[src/rtl/pfs_pkg.sv]
package pfs_pkg;

    typedef enum logic [2:0] {
        ST_RESET_HOLD    = 3'd0,
        ST_RECALL        = 3'd1,
        ST_RUN           = 3'd2,
        ST_STORE         = 3'd3,
        ST_SHUTDOWN_WAIT = 3'd4,
        ST_RESUME        = 3'd5
    } pfs_state_e;

    typedef struct packed {
        logic sys_rst;
        logic nmi_n;
        logic store;
        logic recall;
    } pfs_cmd_t;

    // Width of a counter or index able to hold values 0 .. n-1.
    function automatic int unsigned pfs_width(input int unsigned n);
        return (n > 1) ? $clog2(n) : 1;
    endfunction

    // The two states in which the byte walker advances.
    function automatic logic pfs_walking(input pfs_state_e s);
        return (s == ST_RECALL) || (s == ST_STORE);
    endfunction

    // Output command word for each state.
    function automatic pfs_cmd_t pfs_decode(input pfs_state_e s);
        pfs_cmd_t c;
        c.sys_rst = (s == ST_RESET_HOLD) || (s == ST_RECALL);
        c.nmi_n   = !((s == ST_STORE) || (s == ST_SHUTDOWN_WAIT));
        c.store   = (s == ST_STORE);
        c.recall  = (s == ST_RECALL);
        return c;
    endfunction

endpackage

[src/rtl/pfs_sync_filter.sv]
module pfs_sync_filter #(
    parameter int unsigned FILT_LEN = 4
) (
    input  logic clk,
    input  logic rst,
    input  logic raw_in,
    output logic level
);
    localparam int unsigned CW = pfs_pkg::pfs_width(FILT_LEN);

    logic [1:0]    sync_q;
    logic [CW-1:0] run_q;

    // Two-stage synchronizer, then a counter of consecutive disagreeing samples.
    always_ff @(posedge clk) begin
        if (rst) begin
            sync_q <= '0;
            run_q  <= '0;
            level  <= 1'b0;
        end else begin
            sync_q <= {sync_q[0], raw_in};
            if (sync_q[1] == level) begin
                run_q <= '0;
            end else if (run_q == CW'(FILT_LEN - 1)) begin
                level <= sync_q[1];
                run_q <= '0;
            end else begin
                run_q <= run_q + CW'(1);
            end
        end
    end
endmodule

[src/rtl/pfs_walker.sv]
module pfs_walker #(
    parameter int unsigned DEPTH = 16,
    localparam int unsigned AW   = pfs_pkg::pfs_width(DEPTH)
) (
    input  logic          clk,
    input  logic          rst,
    input  logic          run,
    output logic [AW-1:0] addr,
    output logic          last
);
    assign last = run && (addr == AW'(DEPTH - 1));

    always_ff @(posedge clk) begin
        if (rst || !run || last) begin
            addr <= '0;
        end else begin
            addr <= addr + AW'(1);
        end
    end
endmodule

[src/rtl/pfs_ctrl.sv]
module pfs_ctrl
    import pfs_pkg::*;
#(
    parameter int unsigned SHUT_WIN = 64
) (
    input  logic       clk,
    input  logic       rst,
    input  logic       good,
    input  logic       walk_last,
    output pfs_state_e state
);
    localparam int unsigned WW = pfs_width(SHUT_WIN);

    pfs_state_e    nxt;
    logic [WW-1:0] win_q;
    logic          win_end;

    assign win_end = (win_q == WW'(SHUT_WIN - 1));

    always_comb begin
        nxt = state;
        case (state)
            ST_RESET_HOLD:    if (good) nxt = ST_RECALL;
            ST_RECALL: begin
                if (!good)          nxt = ST_RESET_HOLD;
                else if (walk_last) nxt = ST_RUN;
            end
            ST_RUN:           if (!good) nxt = ST_STORE;
            ST_STORE:         if (walk_last) nxt = good ? ST_RESUME : ST_SHUTDOWN_WAIT;
            ST_SHUTDOWN_WAIT: begin
                if (good)         nxt = ST_RESUME;
                else if (win_end) nxt = ST_RESET_HOLD;
            end
            ST_RESUME:        nxt = ST_RUN;
            default:          nxt = ST_RESET_HOLD;
        endcase
    end

    always_ff @(posedge clk) begin
        if (rst) begin
            state <= ST_RESET_HOLD;
            win_q <= '0;
        end else begin
            state <= nxt;
            win_q <= (state == ST_SHUTDOWN_WAIT) ? win_q + WW'(1) : '0;
        end
    end
endmodule

[src/rtl/pfs_sequencer.sv]
module pfs_sequencer
    import pfs_pkg::*;
#(
    parameter int unsigned DEPTH    = 16,
    parameter int unsigned FILT_LEN = 4,
    parameter int unsigned SHUT_WIN = 64,
    localparam int unsigned ADDR_W  = pfs_width(DEPTH)
) (
    input  logic              clk,
    input  logic              rst,
    input  logic              pwr_ok_async,
    output logic              sys_rst,
    output logic              nmi_n,
    output logic              mem_store,
    output logic              mem_recall,
    output logic [ADDR_W-1:0] mem_addr,
    output logic              seq_done
);
    logic              good;
    pfs_state_e        state;
    pfs_cmd_t          cmd;
    logic              walking;
    logic [ADDR_W-1:0] walk_addr;
    logic              walk_last;

    pfs_sync_filter #(.FILT_LEN(FILT_LEN)) u_filter (
        .clk    (clk),
        .rst    (rst),
        .raw_in (pwr_ok_async),
        .level  (good)
    );

    pfs_walker #(.DEPTH(DEPTH)) u_walker (
        .clk  (clk),
        .rst  (rst),
        .run  (walking),
        .addr (walk_addr),
        .last (walk_last)
    );

    pfs_ctrl #(.SHUT_WIN(SHUT_WIN)) u_ctrl (
        .clk       (clk),
        .rst       (rst),
        .good      (good),
        .walk_last (walk_last),
        .state     (state)
    );

    assign walking    = pfs_walking(state);
    assign cmd        = pfs_decode(state);
    assign sys_rst    = cmd.sys_rst;
    assign nmi_n      = cmd.nmi_n;
    assign mem_store  = cmd.store;
    assign mem_recall = cmd.recall;
    assign mem_addr   = walking ? walk_addr : '0;
    assign seq_done   = walk_last;
endmodule

[config.mk]
export PLATFORM = sky130hd
export DESIGN_NAME = pfs_sequencer
export DESIGN_NICKNAME = d
export VERILOG_FILES = /design/src/rtl/pfs_pkg.sv /design/src/rtl/pfs_sync_filter.sv /design/src/rtl/pfs_walker.sv /design/src/rtl/pfs_ctrl.sv /design/src/rtl/pfs_sequencer.sv
export SDC_FILE = /design/constraint.sdc
export NUM_CORES = 1
export LEC_CHECK = 0
export ABC_CLOCK_PERIOD_IN_PS = 1800
export BUFFER_PORTS_ARGS = -buffer_cell sky130_fd_sc_hd__buf_2
export CAP_MARGIN = 30
export CELL_PAD_IN_SITES_DETAIL_PLACEMENT = 0
export CELL_PAD_IN_SITES_GLOBAL_PLACEMENT = 1
export CORE_MARGIN = 3
export CORE_UTILIZATION = 43
export CTS_BUF_LIST = sky130_fd_sc_hd__clkbuf_8
export DETAILED_ROUTE_END_ITERATION = 8
export PLACE_DENSITY_LB_ADDON = 0.1
export SKIP_CTS_REPAIR_TIMING = 1
export SLEW_MARGIN = 20
export SYNTH_ARGS = -nofsm -noshare
export SYNTH_HDL_FRONTEND = slang
export SYNTH_SLANG_ARGS = --single-unit
[constraint.sdc]
create_clock -name clk -period 1.8 [get_ports clk]
set_input_delay 0.18 -clock clk [delete_from_list [all_inputs] [get_ports clk]]
set_output_delay 0.18 -clock clk [all_outputs]
set_load 0.05 [all_outputs]
* Word-level counts from Yosys, hierarchy flattened
Cells that the tools add are included.
Word-level totals: register bits after elaboration 18, output and inout port bits 9
Operators by class: $add $sub $neg 3, equal/unequal tests 14, mux-type cells 10, bitwise operators 2, reduce and logical (&&, ||, !) cells 13
Operators with widths (count):
- $mux 3 | 7
- $pmux 3 s6 | 1
- $add 6x1->6 const B | 1
- $eq 3x2->1 const B | 2
- $eq 3x3->1 const B | 2
- $eq 6x6->1 const B | 1
- $logic_or 1x1->1 | 5
- $reduce_and 5->1 | 1
- $add 4x1->4 const B | 1
- $eq 4x4->1 const B | 1
- $mux 4 | 1
- $ne 2x1->1 const B | 2
- $eq 3x1->1 const B | 1
- $logic_not 3->1 | 1
- $ne 3x1->1 const B | 1
- $ne 3x2->1 const B | 1
- $reduce_or 3->1 | 1
- $add 2x1->2 const B | 1
- $eq 2x2->1 const B | 1
- $logic_not 1->1 | 2
- $ne 2x2->1 const B | 1
- $not 1->1 | 2
- $reduce_and 2->1 | 1
- $reduce_or 2->1 | 1
- other kinds (3) | 3

* Longest topological paths before layout
depth after elaboration 6, gate-level depth with buffers 4, depth with buffers taken out 4

* Cells and area by module
A second synthesis with hierarchy kept.
Unflattened totals: cells, all modules 98, area total of the unflattened synthesis 863.3 um^2
Modules (own cells, without submodules):
- pfs_ctrl | times used 1, cells an instance 57, area an instance 462.9 um^2, seq. area each 180.2 um^2
- pfs_sync_filter | times used 1, cells an instance 13, area an instance 168.9 um^2, seq. area each 100.1 um^2
- pfs_walker | times used 1, cells an instance 17, area an instance 157.7 um^2, seq. area each 80.1 um^2
- pfs_sequencer | times used 1, cells an instance 11, area an instance 73.8 um^2, seq. area each 0.0 um^2

* Least setup slack after synthesis
Ideal clock, no wire load.
path type register to output, start point register u_ctrl.state[2], end point output nmi_n, data arrival time 1.711 ns, required time 1.620 ns, path slack -0.091 ns, stages on the path, launching flop included 5, path buffers 1, cells stage by stage dfxtp_1 -> buf_2 -> nand2b_4 -> nor2_1 -> nor2_1
Between the ends: longest elaborated chain between the ends 3
RTL lines:
- from (decl) | line pfs_ctrl.sv:10 | output pfs_state_e state
- from (signal assigned) | line pfs_ctrl.sv:44 | state <= nxt;
- $eq 3x2->1
- named net mem_store | line pfs_sequencer.sv:14 | output logic mem_store,
- $logic_or 1x1->1 | line pfs_pkg.sv:33 | c.nmi_n = !((s == ST_STORE) || (s == ST_SHUTDOWN_WAIT));
- $logic_not 1->1 | line pfs_pkg.sv:33
- to (decl) | line pfs_sequencer.sv:13 | output logic nmi_n,
The timed path passes the listed nets, and every way through them passes these cells.

* Final worst setup path
start point register u_ctrl.state[0], end point output mem_addr[1]
Between the ends: longest elaborated chain between the ends 3
RTL lines:
- $eq 3x1->1 or $eq 3x2->1 (tied branches) | line pfs_pkg.sv:26 | return (s == ST_RECALL) || (s == ST_STORE);
- $logic_or 1x1->1 (*) | line pfs_pkg.sv:26
- $mux 4 (*) | line pfs_sequencer.sv:55 | assign mem_addr = walking ? walk_addr : '0;
- to (decl) | line pfs_sequencer.sv:16 | output logic [ADDR_W-1:0] mem_addr,
Mark *: on every way between the ends. The rest lies on a longest branch, timed or not.

==> results.cfg <==
[drt]
ant_nets = 0
first_pass_iters = 2
drc = 0
routed-via-count = 609
wirelength_um = 1320
viasPerCell = 4.87
post_drt_wl_per_cell_um = 10.6
drt_iter0_drc = 7

[cts]
clk_latency_ps = 250
clkSlewWorstSetupHoldPaths_ps = 70
numCtsBuffers = 3
ctsLongestPathBuffers = 2
cts.sinks = 18
root_buffer = clkbuf_8
cts_tree = yes
cts_max_level = 1

[synth]
ys_ff_latch = 18
synth-seq-area-share_pct = 44.1
synth_ff_type = dfxtp_1
synth.top_cell.area_share_pct = 44.1
synth_commonest_cells = dfxtp_1 (18), nor2_1 (17), and2_1 (5)
synth_edf_count = 0
synth_top_area_cell = dfxtp_1
avgSynthCellArea_um2 = 9.18
yosysWarnings = 0
async_flop_share_pct = 0
synthesis.nets = 95
synthCells = 89
synth.cell_area_um2 = 817
ys_types = 32
synth.area.top_cells = dfxtp_1 (44%), nor2_1 (7.8%), ha_1 (4.6%)
synth.most_common_cell = dfxtp_1

[finish]
nets = 107
seq_area_um2 = 360
area_growth_pct = 14.1
drive_gt1_share_pct = 22.0
antenna_cells = 0
fillers = 184
multi_input_area_um2 = 415

[pwr]
seq_power_share_pct = 51.6
switchingPower_uw = 191
peakVddDrop_mv = 0.476
sw_frac_of_total_pct = 23.3
power.share.combinational_pct = 8.9
p_leak_uw = 0.000360
power.density_nw_per_um2 = 880
clockPowerShare_pct = 39.5
cell_internal_pwr_uw = 629

[setup_path]
worst_ep_required_time_ps = 1620
cp_top_family = simple AND/OR/NAND/NOR gates
cpMaxStageDelayCell = dfxtp_1
critPathMaxStageDelay_ps = 500
path_cells = nor2b_1 > and2_1 > buf_2
start_kind = register
worstSetupStartpoint = u_ctrl.state[0]$_SDFFE_PP0P_
reg2regPathDepth = 4
crit_path_end_kind = output port
crit_type = reg2out
arrival_ps = 1530
critical_path_buf_inv_count = 1
cp_num_cells = 3
r2r_start = u_walker.addr[0]$_SDFF_PP0_
path_max_fanout = 8

[timing]
fin_skew_ps = 3.42
setup_tns_ps = 0
rsz0062_at_grt = no
fin_crit_sh_pct = 94.9
worst_slew_margin_rel_pct = 72.9
timing.final.ws_setup_ps = 92.5
setup_viol = 0
tightest_slew_ps = 396
holdWs_ps = 158
finalHoldViolCount = 0
drv_slew = 0
fmax_mhz = 586
period_minus_slack_ps = 1710

[global_route]
grt_pass1_wl_um = 2440
grt_overflow = 0
grt_max_degree = 11
grt_pass1_vias = 572
track_usage_pct = 12.8
antenna_found_initial = 0

[hold_path]
min-delay-start = pwr_ok_async
hp-class = in2reg
hold_path_depth = 2

[place]
place_hpwl_um = 997
gp_congestion = 0.742
port_buffers = 11
dp_slack_ps = 396

[floorplanning]
start_util_pct = 46.3
fp.coreArea_um2 = 1760
io_pins = 12
chipWidth_um = 49.6
dieArea_um2 = 2460
rows = 15
die_height_um = 49.6

[job]
cap_violations = 0

[run_status]
outcome = finished, final reports clean
==> kinds of logic (layout without fill, tap and decap cells) <==
| logic type | Yosys count | count (layout) | synth area share [%] |
|---|---|---|---|
| flip-flops | 18 | 18 | 44.1 |
| AO/OA/AOI/OAI | 10 | 10 | 9.50 |
| AND/OR/NAND/NOR | 43 | 43 | 28.8 |
| XOR/XNOR | 6 | 6 | 6.43 |
| adder cells (fa/ha/maj) | 3 | 3 | 4.59 |
| buffers and inverters | 8 | 19 | 5.36 |
| multiplexers | 1 | 1 | 1.23 |
==> placed cells by master, fill, tap and decap left out, types with 2 or more instances in the layout <==
master and n:
xnor2_1 3, nor3_1 2, dfxtp_1 18, or3_1 3
nor2_1 16, and2_1 5, inv_1 4, ha_1 3
nand2_1 2, nor2b_1 3, clkbuf_8 4, nand3b_1 2
xor2_1 3, buf_2 11, nand3_1 4
==> registers in the layout, indices dropped and copies added (netlist names) <==
signal           count
u_ctrl.state         3
u_ctrl.win_q         6
u_filter.level       1
u_filter.run_q       2
u_filter.sync_q      2
u_walker.addr        4
==> path summary, 6_finish.rpt <==
kind,end,slack [ps]
setup / recovery,mem_addr[1],90
hold / removal,u_filter.sync_q[0]$_SDFF_PP0_,160
setup reg to reg,u_ctrl.state[1]$_SDFFE_PP0P_,410
hold reg to reg,u_filter.run_q[0]$_SDFF_PP0_,420
==> area by class of cell <==
cell class	count	area share, %
well taps	25	3.36
repair buffers	11	5.91
inverters	4	1.61
multi-input cells	63	44.6
flip-flops and latches	18	38.7
clock buffers	4	5.91
==> through the flow <==
| step | std cells | power (uW) | cell area [um2] | util [%] |
|---|---|---|---|---|
| floorplan | 89 | 488 | 820 | - |
| global placement | 121 | 504 | 877 | 49.7 |
| detailed placement | 121 | 506 | 877 | 49.7 |
| CTS | 125 | 833 | 932 | 52.8 |
| global route | 125 | 858 | 932 | 52.8 |
| finish | 125 | 820 | 932 | 52.8 |
==> power groups by stage <==
| stage | registers (uW) | clock network [uW] | logic [uW] |
|---|---|---|---|
| detailed placement | 432 | 0 | 74.4 |
| finish | 423 | 324 | 73.4 |
| floorplan | 428 | 0 | 60.0 |
| global route | 425 | 352 | 81.0 |
| global placement | 431 | 0 | 72.8 |
| CTS | 423 | 336 | 74.5 |
==> layer usage <==
layer / vias up / track usage (%) / share of wire [%]
met1: 280 / 15.8 / 50
met4: 0 / 5.53 / 1.3
met5: - / 0 / 0
li1: 318 / - / -
met2: 8 / 20.5 / 44
met3: 3 / 3.93 / 3.9
(Power assumes the default switching activity.)
